## config.mk

```make
export PLATFORM = sky130hd
export DESIGN_NAME = swb_slave_ctrl
export DESIGN_NICKNAME = d
export VERILOG_FILES = /design/src/rtl/swb_slv_pkg.sv /design/src/rtl/swb_line_mon.sv /design/src/rtl/swb_cmd_lut.sv /design/src/rtl/swb_addr_match.sv /design/src/rtl/swb_slave_ctrl.sv
export SDC_FILE = /design/constraint.sdc
export NUM_CORES = 1
export LEC_CHECK = 0
export ABC_AREA = 1
export ABC_CLOCK_PERIOD_IN_PS = 2900
export BUFFER_PORTS_ARGS = -buffer_cell sky130_fd_sc_hd__buf_2
export CORE_ASPECT_RATIO = 1.5
export CORE_MARGIN = 3
export CORE_UTILIZATION = 35
export DETAILED_ROUTE_END_ITERATION = 7
export SLEW_MARGIN = 5
export SYNTH_ARGS = -nofsm -noshare
export SYNTH_HDL_FRONTEND = slang
export SYNTH_SLANG_ARGS = --single-unit
```

## constraint.sdc

```tcl
create_clock -name clk -period 2.9 [get_ports clk]
set_input_delay 0.145 -clock clk [delete_from_list [all_inputs] [get_ports clk]]
set_output_delay 0.145 -clock clk [all_outputs]
set_load 0.01 [all_outputs]
```

## src/rtl/swb_slv_pkg.sv

```systemverilog
package swb_slv_pkg;

   typedef enum logic [1:0] {
      MD_IDLE = 2'd0,
      MD_STBY = 2'd1,
      MD_ACTV = 2'd2,
      MD_HOLD = 2'd3
   } swb_mode_e;

   typedef enum logic [3:0] {
      S_IDLE,
      S_STBY,
      S_SYNC,
      S_SYNC_ACK,
      S_ADR1,
      S_ADR1_ACK,
      S_ADR2,
      S_ADR_ACK,
      S_CMD,
      S_XFER_ACK,
      S_DAT
   } swb_state_e;

   localparam logic [7:0] SYNC_PATTERN = 8'h55;
   localparam logic [3:0] ESC_FAMILY   = 4'hF;

endpackage

```

## src/rtl/swb_line_mon.sv

```systemverilog
module swb_line_mon #(
   parameter int TSTBY_CYC = 600,
   parameter int GAP_CYC   = 100
) (
   input  logic clk,
   input  logic rst_n,
   input  logic line_i,
   input  logic in_stby_i,
   output logic stby_evt_o,
   output logic start_o
);
   localparam int HW = $clog2(TSTBY_CYC + 1);
   localparam int GW = $clog2(GAP_CYC + 1);
   localparam logic [HW-1:0] HI_MAX  = HW'(TSTBY_CYC);
   localparam logic [GW-1:0] GAP_MAX = GW'(GAP_CYC);

   logic          line_q, armed_q;
   logic [HW-1:0] hi_cnt;
   logic [GW-1:0] gap_cnt;
   logic          rise, fall, count_en;

   assign rise     = line_i & ~line_q;
   assign fall     = ~line_i & line_q;
   assign count_en = line_i & (armed_q | rise);

   always_ff @(posedge clk or negedge rst_n) begin
      if (!rst_n) begin
         line_q  <= 1'b1;
         armed_q <= 1'b0;
         hi_cnt  <= '0;
         gap_cnt <= '0;
      end else begin
         line_q <= line_i;
         if (rise) armed_q <= 1'b1;
         if (!line_i)                          hi_cnt <= '0;
         else if (count_en && hi_cnt != HI_MAX) hi_cnt <= hi_cnt + 1'b1;
         if (!in_stby_i)               gap_cnt <= '0;
         else if (gap_cnt != GAP_MAX)  gap_cnt <= gap_cnt + 1'b1;
      end
   end

   assign stby_evt_o = count_en && (hi_cnt == HI_MAX - 1'b1);
   assign start_o    = fall && in_stby_i && (gap_cnt == GAP_MAX);

   a_r2_stby_line_high: assert property (@(posedge clk) disable iff (!rst_n)
      stby_evt_o |-> (line_i && $past(line_i)));

   a_r3_start_after_gap: assert property (@(posedge clk) disable iff (!rst_n)
      start_o |-> (in_stby_i && $past(in_stby_i)));

endmodule

```

## src/rtl/swb_cmd_lut.sv

```systemverilog
module swb_cmd_lut #(
   parameter int NUM_CMD = 4,
   parameter int LEN_W   = 4,
   parameter logic [8*NUM_CMD-1:0]     CMD_CODES = 32'h966C0603,
   parameter logic [LEN_W*NUM_CMD-1:0] CMD_LENS  = 16'h3102
) (
   input  logic [7:0]       code_i,
   output logic             hit_o,
   output logic [LEN_W-1:0] len_o
);
   always_comb begin
      hit_o = 1'b0;
      len_o = '0;
      for (int i = 0; i < NUM_CMD; i++) begin
         if (code_i == CMD_CODES[8*i +: 8]) begin
            hit_o = 1'b1;
            len_o = CMD_LENS[LEN_W*i +: LEN_W];
         end
      end
   end
endmodule

```

## src/rtl/swb_addr_match.sv

```systemverilog
module swb_addr_match
   import swb_slv_pkg::*;
#(
   parameter bit EXT_ADDR = 1'b0
) (
   input  logic [7:0] byte_i,
   input  logic [3:0] fam_i,
   input  logic [7:0] dev_i,
   output logic       first_ok_o,
   output logic       first_esc_o,
   output logic       second_ok_o
);
   generate
      if (EXT_ADDR) begin : g_ext
         assign first_ok_o  = 1'b0;
         assign first_esc_o = (byte_i[7:4] == ESC_FAMILY) && (byte_i[3:0] == fam_i);
      end else begin : g_short
         assign first_ok_o  = (byte_i[7:4] != ESC_FAMILY) &&
                              (byte_i[7:4] == fam_i) && (byte_i[3:0] == dev_i[3:0]);
         assign first_esc_o = 1'b0;
      end
   endgenerate

   assign second_ok_o = (byte_i == dev_i);
endmodule

```

## src/rtl/swb_slave_ctrl.sv

```systemverilog
module swb_slave_ctrl
   import swb_slv_pkg::*;
#(
   parameter bit EXT_ADDR  = 1'b0,
   parameter int TSTBY_CYC = 600,
   parameter int GAP_CYC   = 100,
   parameter int NUM_CMD   = 4,
   parameter int LEN_W     = 4,
   parameter logic [8*NUM_CMD-1:0]     CMD_CODES = 32'h966C0603,
   parameter logic [LEN_W*NUM_CMD-1:0] CMD_LENS  = 16'h3102
) (
   input  logic       clk,
   input  logic       rst_n,
   input  logic       line_i,
   input  logic       byte_vld_i,
   input  logic [7:0] byte_i,
   input  logic       mak_vld_i,
   input  logic       mak_i,
   input  logic       edge_miss_i,
   input  logic       hold_i,
   input  logic [3:0] fam_i,
   input  logic [7:0] dev_i,
   output logic [1:0] mode_o,
   output logic       sak_o,
   output logic       cmd_vld_o,
   output logic       dat_vld_o,
   output logic [7:0] byte_o,
   output logic       cmd_done_o
);
   generate
      if (TSTBY_CYC < 2) begin : g_bad_tstby
         $error("TSTBY_CYC must be at least 2");
      end
      if (GAP_CYC < 1) begin : g_bad_gap
         $error("GAP_CYC must be at least 1");
      end
      if (NUM_CMD < 1 || LEN_W < 1) begin : g_bad_table
         $error("command table needs at least one entry and a nonzero count width");
      end
   endgenerate

   swb_state_e       st_q;
   logic             hold_q;
   logic [LEN_W-1:0] cnt_q;
   logic             stby_evt, start_evt;
   logic             lut_hit;
   logic [LEN_W-1:0] lut_len;
   logic             a1_ok, a1_esc, a2_ok;
   logic             mak_go, miss, in_cmd, ack_slot;

   swb_line_mon #(.TSTBY_CYC(TSTBY_CYC), .GAP_CYC(GAP_CYC)) u_line (
      .clk(clk), .rst_n(rst_n), .line_i(line_i),
      .in_stby_i(st_q == S_STBY),
      .stby_evt_o(stby_evt), .start_o(start_evt));

   swb_cmd_lut #(.NUM_CMD(NUM_CMD), .LEN_W(LEN_W),
                 .CMD_CODES(CMD_CODES), .CMD_LENS(CMD_LENS)) u_lut (
      .code_i(byte_i), .hit_o(lut_hit), .len_o(lut_len));

   swb_addr_match #(.EXT_ADDR(EXT_ADDR)) u_adr (
      .byte_i(byte_i), .fam_i(fam_i), .dev_i(dev_i),
      .first_ok_o(a1_ok), .first_esc_o(a1_esc), .second_ok_o(a2_ok));

   assign in_cmd   = (st_q != S_IDLE) && (st_q != S_STBY);
   assign ack_slot = (st_q == S_SYNC_ACK) || (st_q == S_ADR1_ACK) ||
                     (st_q == S_ADR_ACK)  || (st_q == S_XFER_ACK);
   // in hold only a continue acknowledge is taken; a missed edge counts outside hold
   assign mak_go   = mak_vld_i && (!hold_q || mak_i);
   assign miss     = edge_miss_i && !hold_q && in_cmd;

   always_ff @(posedge clk or negedge rst_n) begin
      if (!rst_n) begin
         st_q       <= S_IDLE;
         hold_q     <= 1'b0;
         cnt_q      <= '0;
         sak_o      <= 1'b0;
         cmd_vld_o  <= 1'b0;
         dat_vld_o  <= 1'b0;
         byte_o     <= '0;
         cmd_done_o <= 1'b0;
      end else begin
         sak_o      <= 1'b0;
         cmd_vld_o  <= 1'b0;
         dat_vld_o  <= 1'b0;
         cmd_done_o <= 1'b0;
         if (stby_evt) begin
            st_q   <= S_STBY;
            hold_q <= 1'b0;
         end else if (miss) begin
            st_q <= S_IDLE;
         end else begin
            if (mak_go)                 hold_q <= 1'b0;
            else if (hold_i && ack_slot) hold_q <= 1'b1;
            case (st_q)
               S_STBY:     if (start_evt) st_q <= S_SYNC;
               S_SYNC:     if (byte_vld_i)
                              st_q <= (byte_i == SYNC_PATTERN) ? S_SYNC_ACK : S_IDLE;
               S_SYNC_ACK: if (mak_go) st_q <= mak_i ? S_ADR1 : S_IDLE;
               S_ADR1:     if (byte_vld_i)
                              st_q <= a1_ok ? S_ADR_ACK : (a1_esc ? S_ADR1_ACK : S_IDLE);
               S_ADR1_ACK: if (mak_go) st_q <= mak_i ? S_ADR2 : S_IDLE;
               S_ADR2:     if (byte_vld_i) st_q <= a2_ok ? S_ADR_ACK : S_IDLE;
               S_ADR_ACK:  if (mak_go) begin
                              sak_o <= 1'b1;
                              st_q  <= mak_i ? S_CMD : S_STBY;
                           end
               S_CMD:      if (byte_vld_i) begin
                              if (lut_hit) begin
                                 cmd_vld_o <= 1'b1;
                                 byte_o    <= byte_i;
                                 cnt_q     <= lut_len;
                                 st_q      <= S_XFER_ACK;
                              end else begin
                                 st_q <= S_IDLE;
                              end
                           end
               S_DAT:      if (byte_vld_i) begin
                              if (cnt_q != '0) begin
                                 dat_vld_o <= 1'b1;
                                 byte_o    <= byte_i;
                                 cnt_q     <= cnt_q - 1'b1;
                                 st_q      <= S_XFER_ACK;
                              end else begin
                                 st_q <= S_IDLE;
                              end
                           end
               S_XFER_ACK: if (mak_go) begin
                              if (mak_i) begin
                                 sak_o <= 1'b1;
                                 st_q  <= S_DAT;
                              end else if (cnt_q == '0) begin
                                 sak_o      <= 1'b1;
                                 cmd_done_o <= 1'b1;
                                 st_q       <= S_STBY;
                              end else begin
                                 st_q <= S_IDLE;
                              end
                           end
               default:    ;
            endcase
         end
      end
   end

   always_comb begin
      case (st_q)
         S_IDLE:  mode_o = MD_IDLE;
         S_STBY:  mode_o = MD_STBY;
         default: mode_o = hold_q ? MD_HOLD : MD_ACTV;
      endcase
   end

   a_r13_sak_after_mak: assert property (@(posedge clk) disable iff (!rst_n)
      sak_o |-> $past(mak_vld_i));

   a_r13_handover_after_byte: assert property (@(posedge clk) disable iff (!rst_n)
      (cmd_vld_o || dat_vld_o) |-> $past(byte_vld_i));

   a_r1_idle_until_stby: assert property (@(posedge clk) disable iff (!rst_n)
      (st_q == S_IDLE && !stby_evt) |=> (st_q == S_IDLE));

   a_r12_hold_kept: assert property (@(posedge clk) disable iff (!rst_n)
      (hold_q && !mak_vld_i && !stby_evt) |=> hold_q);

   a_r10_done_in_stby: assert property (@(posedge clk) disable iff (!rst_n)
      cmd_done_o |-> (mode_o == MD_STBY));

endmodule

```

# ---- Word level (Yosys, flattened, before mapping)
# Cells that the tools add are included.
dict set report word_totals {
  ff_bits 40
  input_bits 28
  out_inout_bits 14
  word_cells 163
}
dict set report op_classes {
  addsub 3
  n_eq_ne 41
  mux 73
  n_bitwise 8
  n_reduce_logical 26
}
# op n
set ops {}
lappend ops {{$mux W4} 20}
lappend ops {{$ne A4 B4 Y1 const B} 11}
lappend ops {{$pmux W4 S10} 1}
lappend ops {{$mux W8} 4}
lappend ops {{$mux W1} 31}
lappend ops {{$mux W10} 2}
lappend ops {{$eq A4 B3 Y1 const B} 4}
lappend ops {{$eq A8 B7 Y1 const B} 2}
lappend ops {{$pmux W8 S2} 1}
lappend ops {{$mux W7} 2}
lappend ops {{$eq A4 B4 Y1 const B} 3}
lappend ops {{$mux W3} 4}
lappend ops {{$ne A2 B2 Y1 const B} 6}
lappend ops {{$reduce_bool A12 Y1} 1}
lappend ops {{$logic_and A1 B1 Y1} 11}
lappend ops {{$reduce_and A11 Y1} 1}
lappend ops {{$add A10 B1 Y10 const B} 1}
lappend ops {{$eq A10 B10 Y1 const B} 1}
lappend ops {{$mux W2} 5}
lappend ops {{$ne A10 B10 Y1 const B} 1}
lappend ops {{$eq A4 B2 Y1 const B} 2}
lappend ops {{$eq A4 B4 Y1} 2}
lappend ops {{$eq A8 B2 Y1 const B} 1}
lappend ops {{$eq A8 B3 Y1 const B} 1}
lappend ops {{23 further kinds} 33}

# ---- Logic depth before layout (Yosys ltp)
dict set report logic_depth {
  word_depth 10
  depth_mapped 14
  depth_no_buf 14
}

# ---- By module
# Synthesis repeated with hierarchy kept, for this count alone.
dict set report hier_totals {
  cells_unflattened 416
  area_unflattened_um2 2813.9
}
# module n_inst cells_per_inst area_per_inst_um2 seq_area_each_um2
set modules_own_cells {}
lappend modules_own_cells {swb_slave_ctrl 1 183 1326.3 525.5}
lappend modules_own_cells {swb_line_mon 1 153 1127.3 476.7}
lappend modules_own_cells {swb_addr_match 1 45 214.0 0.0}
lappend modules_own_cells {swb_cmd_lut 1 35 146.4 0.0}

# ---- Least setup slack after synthesis
# No wires, ideal clock.
dict set report synth_path {
  kind {flip-flop to flip-flop}
  start {register u_line.gap_cnt[0]}
  end {register st_q[0]}
  t_arrival_ps 1456
  required_ps 2778
  setup_slack_ps 1322
  stages_incl_launch_ff 11
  path_buffers 0
  period_less_slack_ps 1578
  path_cell_list {dfrtp_1 -> inv_1 -> ha_1 -> nand3_1 -> or2_2 -> o21ai_0 -> nand2_2 -> inv_2 -> nand2_1 -> nand2_1 -> nand2_1}
}
dict set report synth_via {
  elab_chain_len 4
}
# element line
set synth_lines {}
lappend synth_lines {{from (decl)} swb_line_mon.sv:19} ;# logic [GW-1:0] gap_cnt;
lappend synth_lines {{from (signal assigned)} swb_line_mon.sv:38} ;# else if (gap_cnt != GAP_MAX) gap_cnt <= gap_cnt + 1'b1;
lappend synth_lines {{$eq A7 B7 Y1} swb_line_mon.sv:43} ;# assign start_o = fall && in_stby_i && (gap_cnt == GAP_MAX);
lappend synth_lines {{$logic_and A1 B1 Y1} swb_line_mon.sv:43}
lappend synth_lines {{$ne A4 B4 Y1 (no source line)} -}
lappend synth_lines {{$reduce_and A11 Y1 (no source line)} -}
lappend synth_lines {{to (signal assigned)} swb_slave_ctrl.sv:97} ;# st_q <= (byte_i == SYNC_PATTERN) ? S_SYNC_ACK : S_IDLE;
lappend synth_lines {{to (signal assigned)} swb_slave_ctrl.sv:98} ;# S_SYNC_ACK: if (mak_go) st_q <= mak_i ? S_ADR1 : S_IDLE;
lappend synth_lines {{to (signal assigned)} swb_slave_ctrl.sv:100} ;# st_q <= a1_ok ? S_ADR_ACK : (a1_esc ? S_ADR1_ACK : S_IDLE);
lappend synth_lines {{to (decl)} swb_slave_ctrl.sv:42} ;# swb_state_e st_q;
# No other way between the ends.
# A chain may end at the register's enable or synchronous reset.

# ---- Worst setup path after layout
dict set report layout_path {
  start {input line_i}
  end {register cnt_q[0]}
}
dict set report layout_via {
  elab_chain_len 6
}
# element line
set layout_lines {}
lappend layout_lines {{from (decl)} swb_slave_ctrl.sv:14} ;# input logic line_i,
lappend layout_lines {{$and A1 B1 Y1} swb_line_mon.sv:22} ;# assign rise = line_i & ~line_q;
lappend layout_lines {{$or A1 B1 Y1} swb_line_mon.sv:24} ;# assign count_en = line_i & (armed_q | rise);
lappend layout_lines {{$and A1 B1 Y1 (*)} swb_line_mon.sv:24}
lappend layout_lines {{$logic_and A1 B1 Y1 (*)} swb_line_mon.sv:42} ;# assign stby_evt_o = count_en && (hi_cnt == HI_MAX - 1'b1);
lappend layout_lines {{$not A1 Y1 (no source line) (*)} -}
lappend layout_lines {{$reduce_and A7 Y1 (no source line) (*)} -}
lappend layout_lines {{to (signal assigned)} swb_slave_ctrl.sv:111} ;# cnt_q <= lut_len;
lappend layout_lines {{to (signal assigned)} swb_slave_ctrl.sv:121} ;# cnt_q <= cnt_q - 1'b1;
lappend layout_lines {{to (decl)} swb_slave_ctrl.sv:44} ;# logic [LEN_W-1:0] cnt_q;
# Mark *: on every way between the ends. The rest lies on a longest branch, timed or not.

==> run metrics <==
Pleak=1.50 nW; initial DRC count=154; Worst-Margin Slew=0.921 ns; Max-Slew Margin vs Limit=0.386; endpoints failing hold=21; # DRC=0; Clk network pwr share=0.420; asr flop ratio synth=1.00; Horiz. Die Dim=75.4 um; Tcrit/Tclk final=0.674; RD Place Congestion=0.839; Syn Inst Count=345; H-tree levels=2; Max Slew Vio Count=0; fin nets=426; pin count of the biggest net entering global routing=41; Critical Path Slowest Stage Cell=dlygate4sd3_1; Post-synth EDFFs=0; drt total wl=5730 um; Mapped Nets=between 300 and 400; Core Area=6940 um2; initial antenna violation count=0; worst-path fanout max=24; kind of start point of the critical path=input pin; layout cells sized above 1=0.249; n_diodes=0; dpl hpwl=4470 um; CP Cell Sequence=dlygate4sd3_1 -> buf_2 -> inv_1 -> a21oi_1 -> nand4_2 -> nand2_2 -> nor2_2 -> nand2_4 -> nand2_1 -> o21ai_2; Logic pwr share=0.101; IO Pins=42; Post-CTS Resized=0; TritonRoute pass-1 iters=4; Congestion Overflow GR=0; Max Root-Sink Buffers=2; root buf cell=clkbuf_8; CTS buffer count=5; Area Overhead vs Synth=16.5%; MaxCap Viol Count=0; #FFs+latches synth=40; Clock Skew=0.00666 ns; Post-synth top flop=dfrtp_1; Worst EP arrival=roughly 2.2 ns; Fillers=between 700 and 800; vias in the first global route=2247; Flop pwr share=0.479; Sink Count=40; Critical Path Sink Type=register; CP peak stage delay=0.52 ns; Worst Reg-to-Reg Cells=9; DR vias/cell=slightly below 5; post-CTS setup repair buffer count=0; sequential area share after synthesis=0.396; RSZ-0062 raised after global routing=false; antenna-violating nets left=0; gr usage total=0.151; Reg clk slew, reported paths=0.09 ns; most frequent cells in the layout=nand2_1 (91), nor2_1 (42), buf_2 (41); HP Class=in2async; Sw Pwr=0.295 mW; cell-internal power=~0.92 mW; Max Fclk=512 MHz; Cell variety after synth=30; outcome=finished with violations; drt wl/cell=12.2 um; share of the synthesized area in the top cell type=0.386; syn avg cell area=roughly 7.3 um2; Power, Total=roughly 1.2 mW; Max VDD drop=~180 uV; Synth warnings=0; first-pass GRT wire length=9700 um; P per Cell Area=413 nW/um2; # rows=37; DR vias=2298; Die Y=110 um; Mapped Area=between 2000 and 3000 um2; final setup violation count=0; Yosys top cell by area=dfrtp_1; Min Hold Slack=-0.0309 ns; initial core utilization=0.364; clk_lat worst skew=just under 0.3 ns; leading post-synthesis cells by cell area=dfrtp_1 (39%), nand2_1 (14%), nor2_1 (6.2%); switching power share of the total=0.242; Port Buffer Count=41; CTS tree=yes; Critical Path RT=roughly 3.1 ns; commonest non-fill, non-tap cell in the layout=nand2_1; DIE AREA=8300 um2; setup TNS=0 ns; post-route minimum period=roughly 2.0 ns; Setup Crit Path Kind=in2reg; failing checks=negative hold slack
## registers in the layout, indices dropped and copies added, names as in the netlist
name            count
byte_o              8
cmd_done_o          1
cmd_vld_o           1
cnt_q               4
dat_vld_o           1
hold_q              1
sak_o               1
st_q                4
u_line.armed_q      1
u_line.gap_cnt      7
u_line.hi_cnt      10
u_line.line_q       1
## final cells by class
class | instances | area (um2) | share of cell area
Clock inverter | 1 | 30.0 | 0.0102
Clock buffer | 7 | 96.3 | 0.0327
Multi-Input combinational cell | 256 | 1330 | 0.451
Inverter | 47 | 176 | 0.0599
Tap cell | 78 | 97.6 | 0.0331
Timing Repair Buffer | 42 | 215 | 0.0731
Sequential cell | 40 | 1000 | 0.340
## cells in the mapped netlist, types with 2 or more instances
cell type / instances
nand2_1: 91
nor2_1: 42
dfrtp_1: 39
inv_1: 36
nand3_1: 21
nand2_2: 13
o21ai_0: 12
o21ai_2: 12
inv_2: 11
a21oi_1: 9
xor2_1: 8
ha_1: 6
nor3_1: 6
a31oi_1: 5
nand4_1: 4
nor2_2: 4
o22ai_1: 4
o21ai_1: 3
or2_2: 3
buf_6: 2
nand2_4: 2
nor3b_1: 2
o21a_1: 2
xnor2_1: 2
## worst max-delay path: cells and delay by family
kind / cells / cell delay [ns]
simple gates: 5 / 0.92
buf+inv: 3 / 0.79
compound gates: 2 / 0.31
## routing by layer
layer | part of all wire | GRT usage
met4 | 0.023 | 0.0563
met1 | 0.42 | 0.181
met2 | 0.53 | 0.263
met3 | 0.033 | 0.0254
met5 | 0 | 0
## through the flow
stage	std cells	setup slack, ns	area, um2	util	hold slack [ns]
CTS	471	0.917	2950	0.424	0.0232
finish	471	0.947	2950	0.424	-0.0309
global route	471	0.693	2950	0.424	0.0625
floorplan	345	1.32	2530	-	-0.151
detailed placement	462	1.09	2810	0.405	0.290
global placement	462	1.11	2810	0.405	0.292
## logic make-up after synthesis
| group | after synthesis | share of synthesized area |
|---|---|---|
| buf+inv | 49 | 0.0787 |
| flops | 40 | 0.396 |
| compound gates | 48 | 0.120 |
| fa+ha+maj | 6 | 0.0297 |
| xor+xnor | 10 | 0.0346 |
| simple gates | 192 | 0.340 |
## path summary, 6_finish.rpt
path / start / endpoint / slack [ns]
hold reg to reg: u_line.armed_q / u_line.armed_q / 0.48
setup / recovery: line_i / cnt_q[0] / 0.95
setup reg to reg: u_line.gap_cnt[0] / st_q[3] / 1.09
hold / removal: rst_n / st_q[3] / -0.03
min in group clk: mak_i / cmd_done_o / 0.10
max in group asynchronous: rst_n / u_line.hi_cnt[1] / 2.34
## repair_timing
action                                  4_1_cts  5_1_grt
hold endpoints to repair                      1        0
hold buffers                                  1        0
endpoints found under the setup margin        0        0
## power groups by stage
stage	clock network (mW)	registers [mW]	logic [mW]
after floorplan	0	0.595	0.0630
after CTS	0.523	0.584	0.126
after global placement	0	0.594	0.121
after detailed placement	0	0.595	0.123
final	0.511	0.584	0.122
after global routing	0.544	0.585	0.142
Power figures use the tool's default switching activity.
